File: src/rtl/drdy_flag_gen.sv
module drdy_flag_gen #(
  parameter int UPD_CYCLES = 20
) (
  input  logic clk,
  input  logic rst_n,
  input  logic pulse_mode,
  input  logic upd_start,
  input  logic rd_start,
  input  logic rd_active,
  input  logic conv_start,
  output logic drdy_n,
  output logic drdy_bit,
  output logic update_busy,
  output logic load_word,
  output logic overrun
);

  localparam int CW = $clog2(UPD_CYCLES + 1);
  localparam logic [CW-1:0] LAST = CW'(UPD_CYCLES - 1);

  logic          busy_q;
  logic [CW-1:0] cnt_q;
  logic          flag_q;
  logic          ovr_q;

  wire accept    = upd_start & ~busy_q;
  wire release_c = conv_start | (~pulse_mode & (rd_start | accept));

  assign load_word   = busy_q & (cnt_q == '0);
  assign update_busy = busy_q;
  assign drdy_n      = flag_q;
  assign drdy_bit    = flag_q;
  assign overrun     = ovr_q;

  always_ff @(posedge clk or negedge rst_n) begin
    if (!rst_n) begin
      busy_q <= 1'b0;
      cnt_q  <= '0;
    end else if (accept) begin
      busy_q <= 1'b1;
      cnt_q  <= LAST;
    end else if (load_word) begin
      busy_q <= 1'b0;
    end else if (busy_q) begin
      cnt_q  <= cnt_q - 1'b1;
    end
  end

  always_ff @(posedge clk or negedge rst_n) begin
    if (!rst_n)         flag_q <= 1'b1;
    else if (load_word) flag_q <= 1'b0;
    else if (release_c) flag_q <= 1'b1;
  end

  always_ff @(posedge clk or negedge rst_n) begin
    if (!rst_n)                  ovr_q <= 1'b0;
    else if (accept & rd_active) ovr_q <= 1'b1;
    else if (rd_start)           ovr_q <= 1'b0;
  end

  p_busy_ends_with_load_r2: assert property (@(posedge clk) disable iff (!rst_n)
    $fell(update_busy) |-> $past(load_word));
  p_busy_ignores_restart_r2: assert property (@(posedge clk) disable iff (!rst_n)
    (update_busy && !load_word) |=> update_busy);
  p_fall_after_load_r3: assert property (@(posedge clk) disable iff (!rst_n)
    load_word |=> !drdy_n);
  p_fall_only_on_load_r3: assert property (@(posedge clk) disable iff (!rst_n)
    $fell(drdy_n) |-> $past(load_word));
  p_gate_read_release_r4: assert property (@(posedge clk) disable iff (!rst_n)
    (!pulse_mode && rd_start && !load_word) |=> drdy_n);
  p_gate_update_pulse_r5: assert property (@(posedge clk) disable iff (!rst_n)
    (!pulse_mode && upd_start && !update_busy) |=> drdy_n);
  p_pulse_hold_r6: assert property (@(posedge clk) disable iff (!rst_n)
    (pulse_mode && !drdy_n && !conv_start) |=> !drdy_n);
  p_overrun_set_r8: assert property (@(posedge clk) disable iff (!rst_n)
    (upd_start && !update_busy && rd_active) |=> overrun);

endmodule

File: config.mk
export PLATFORM = sky130hd
export DESIGN_NAME = drdy_flag_gen
export DESIGN_NICKNAME = d
export VERILOG_FILES = /design/src/rtl/drdy_flag_gen.sv
export SDC_FILE = /design/constraint.sdc
export NUM_CORES = 1
export LEC_CHECK = 0
export CORE_MARGIN = 4
export CORE_UTILIZATION = 29
export CTS_BUF_LIST = sky130_fd_sc_hd__clkbuf_2 sky130_fd_sc_hd__clkbuf_4 sky130_fd_sc_hd__clkbuf_8
export DETAILED_ROUTE_END_ITERATION = 8
export SYNTH_ARGS = -nofsm -noshare
export SYNTH_HDL_FRONTEND = slang
export SYNTH_SLANG_ARGS = --single-unit
export TNS_END_PERCENT = 1
File: constraint.sdc
create_clock -name clk -period 1.6 [get_ports clk]
set_input_delay 0.32 -clock clk [delete_from_list [all_inputs] [get_ports clk]]
set_output_delay 0.32 -clock clk [all_outputs]
set_load 0.005 [all_outputs]
==> Yosys cells after proc, flatten, opt, wreduce, memory -nomap -nowiden <==
Cells that the tools add are included.
{ "classes": {"addsub": 1, "mul": 0, "div_mod_pow": 0, "n_lt_le_gt_ge": 0, "n_eq_ne": 1, "shifts": 0, "n_mux": 9, "bitwise_logic": 8, "reduce_logical": 6} }
{ "op_table": {"columns": ["cell", "n"], "rows": [
  ["$mux 5", 3],
  ["$reduce_bool 2->1", 4],
  ["$mux 1", 6],
  ["$logic_not 5->1", 1],
  ["$sub 5x1->5 const B", 1],
  ["$and 1x1->1", 4],
  ["$ne 2x1->1 const B", 1],
  ["$not 1->1", 2],
  ["$or 1x1->1", 2],
  ["$reduce_and 2->1", 1]
]} }
{ "word_totals": {"ff_bits": 8, "latch_bits": 0, "ram_bits": 0, "rom_bits": 0, "in_bits": 7, "output_inout_bits": 5, "mem_count": 0} }

==> Logic depth before layout (Yosys ltp) <==
{ "logic_depth": {"word_depth": 7, "mapped_depth": 5, "depth_no_buf": 5} }

==> Worst setup path before layout <==
OpenSTA, ideal clock, no wires.
{ "synth_timing": {"path_kind": "flip-flop to output port", "start": "register cnt_q[0]", "end": "output port load_word", "arrival_ps": 1121, "required_ps": 1280, "setup_slack_ps": 159, "stages_incl_launch_ff": 5, "cell_sequence": "dfrtp_1 -> inv_1 -> ha_1 -> nor4b_2 -> and2_1"} }
{ "synth_between": {"elab_chain_len": 2} }
{ "synth_rtl": {"columns": ["element", "line_no", "text"], "rows": [
  ["start: declaration", "22", "logic [CW-1:0] cnt_q;"],
  ["start signal: assignment", "45", "cnt_q <= cnt_q - 1'b1;"],
  ["$logic_not 5->1", "29", "assign load_word = busy_q & (cnt_q == '0);"],
  ["$and 1x1->1", "29", null],
  ["end: declaration", "14", "output logic load_word,"]
]} }
Every way passes these cells.

==> Final worst setup path <==
Ends and elaborated chain as after synthesis.

==> impl_results.md <==
* FP Rows at 13
* GRT overflow at 0
* Synth-to-layout area growth at 54.3%
* Worst path arrival time at approximately 1.3 ns
* Vias at 394
* Worst-path clk slew at ~0.060 ns
* Die height at between 40 and 50 µm
* Worst setup EP type: primary output
* Root buffer cell: clkbuf_4
* Avg Synthesized Cell Area at between 9 and 10 µm²
* First-pass GRT wire length at 1.78 mm
* R2R Path Start: cnt_q[0]
* Psw at slightly above 0.0004 W
* Clk_skew at roughly 0.008 ns
* Max-cap violations at 0
* Slack of the critical path at -0.0406 ns
* Longest Clk Path Bufs at 2
* Worst Tran Pin Value at 0.388 ns
* Ranking of synthesized cells by area: dfrtp_1 42%, dfstp_2 6.3%, o21ai_0 4.8%, inv_1 4.5%, nor2_1 4.5%
* Seq/Total Area, Yosys at 0.481
* Period utilisation layout at 1.03
* Switching Share at 0.338
* Core ar. at around 1300 µm²
* Fin area at 647 µm²
* Largest net degree at the start of global routing at 9
* R2R cell count at 5
* Final Util at 0.485
* Synth warn at 0
* Min cycle time layout at about 1.6 ns
* DR vias/cell at between 4 and 5
* GPL Wtd Cong at roughly 0.77
* Number of synthesized register bits at 8
* Post-Synthesis Cell Area at 419 µm²
* Status: finished with violations
* TritonCTS Sinks at 8
* Commonest non-fill, non-tap cell in the layout: buf_4
* Final WL at approximately 1.0 mm
* First drt pass iteration count at 5
* WS Path Type: reg -> out
* Worst reg2reg setup slack at about 0.05 ns
* Total GRT Usage at 0.125
* I/O pin cnt at 12
* Setup crit start kind: flip-flop
* Slew margin rel. at 0.741
* Die area at roughly 2100 µm²
* Clk_lat worst skew at about 0.26 ns
* Worst EP required at between 1 and 1.5 ns
* Cts bufs inserted at 3
* Most frequent cells in the layout: 10 x buf_4, 8 x clkdlybuf4s50_1, 6 x dfrtp_1, 5 x inv_1, 5 x nor2_1
* Leakage at a little under 0.3 nW
* Layout cells sized above 1 at 0.328
* Initial DRC Count at 5
* DR WL/cell at 12.2 µm
* CTS tree: yes
* Remaining DRCs at 0
* Vias in the first global route at 398
* Syn Inst Count at 44
* Failing checks: setup timing
* Placed Area at ~600 µm²
* Power share of the clock group at 0.158
* Final Setup Violations at 1
* Port Buffer Count at 11
* Final hold violations at 0
* FMAX at between 0.6 and 0.7 GHz
* Hold WC Path Type: in -> async
* Syn_nets at 52
* Power Dens Cells at between 1500 and 2000 nW/µm²
* Post-synth cell types at 22
* Worst r2r dst: cnt_q[3]
* Initial antenna violation count at 0
* CP max FO at 2
* Nets at between 70 and 80
* CTS HTree Levels at 1
* Largest area contributor in the netlist: dfrtp_1
* Sequential power share at 0.317
* Slew Limit Fails at 0
* RSZ-0062 raised after global routing: yes
* Antenna Cells at 0
* Worst vdd ir at 1070 µV
* Starting Density at 0.314
* DP HPWL at between 700 and 800 µm
* WHS at about 0.34 ns
* Chip Width at 46.0 µm
* Detail Route Antenna Nets at 0
* Yosys top cell area share at 0.418
* Comb pwr share at 0.525
* P_int at 0.000800 W
## cell usage after synthesis (all sizes together)
cell type and instances:
buf 1, ha 1, nor3 1, o22a 2
and2 1, nor4b 1, o21ai 4, clkbuf 1
nand2 4, o31a 1, a21oi 3, inv 5
a211o 1, or4b 1, nand2b 1, dfstp 1
nor2 5, dfrtp 7, nor2b 2, o31ai 1
## worst max-delay path, stage by stage (launching register included)
cell and delay [ns]:
dfrtp_1 0.37, inv_1 0.06, ha_2 0.18, nor4b_4 0.20, and2_1 0.15, buf_2 0.10
## timing repair
action,CTS,global route
setup endpoints to repair,3,3
hold buffers,0,0
resized for setup,8,1
pin swaps,1,2
buffers inserted,1,1
## power by group through the flow
| stage | clock network (W) | logic [W] | registers [W] |
|---|---|---|---|
| after CTS | 0.000199 | 0.000618 | 0.000382 |
| after detailed placement | 0 | 0.000606 | 0.000376 |
| final | 0.000191 | 0.000635 | 0.000383 |
| after global placement | 0 | 0.000597 | 0.000376 |
| after floorplan | 0 | 0.000318 | 0.000372 |
| after global routing | 0.000216 | 0.000706 | 0.000403 |
## layout make-up
| type | instances | area, µm² |
|---|---|---|
| clock buffers | 4 | 30.0 |
| fillers | 141 | 687 |
| inverters | 5 | 18.8 |
| multi-input cells | 29 | 199 |
| flip-flops and latches | 8 | 203 |
| well taps | 15 | 18.8 |
| repair buffers | 21 | 178 |
## flip-flops by register name (all words and copies together) (netlist names)
register,count
cnt_q,5
drdy_bit,1
overrun,1
update_busy,1
## layer usage
| metal | vias up | GRT usage | routed length, µm |
|---|---|---|---|
| met4 | 0 | 0.0341 | 0 |
| met3 | 0 | 0.0791 | 99 |
| met5 | - | 0 | 0 |
| met2 | 15 | 0.181 | 481 |
| met1 | 186 | 0.153 | 423 |
| li1 | 193 | - | - |
## per-stage QoR
stage | setup WS [ns] | power [W] | setup TNS [ns] | instances
2_1_floorplan | 0.159 | 0.000690 | 0 | 44
3_3_place_gp | -0.127 | 0.000973 | -0.127 | 76
3_5_place_dp | -0.166 | 0.000982 | -0.166 | 76
4_1_cts | -0.0487 | 0.00120 | -0.0487 | 81
5_1_grt | -0.157 | 0.00133 | -0.183 | 82
6_report | -0.0406 | 0.00121 | -0.0406 | 82
## worst max path at each step
stage / depth (start not counted) / startpoint / to
2_1_floorplan: 4 / cnt_q[0] / load_word
3_3_place_gp: 5 / cnt_q[0] / load_word
3_5_place_dp: 5 / cnt_q[0] / load_word
4_1_cts: 5 / cnt_q[1] / load_word
5_1_grt: 5 / cnt_q[0] / load_word
6_report: 5 / cnt_q[0] / load_word
## cells by family after synthesis
group	count (synthesis)	share of synthesized area
flip-flops	8	0.481
AND/OR/NAND/NOR	16	0.221
buffers and inverters	7	0.0716
adder cells (fa/ha/maj)	1	0.0298
AO/OA/AOI/OAI	12	0.197
Note: power is estimated with default switching activity, not from simulation.
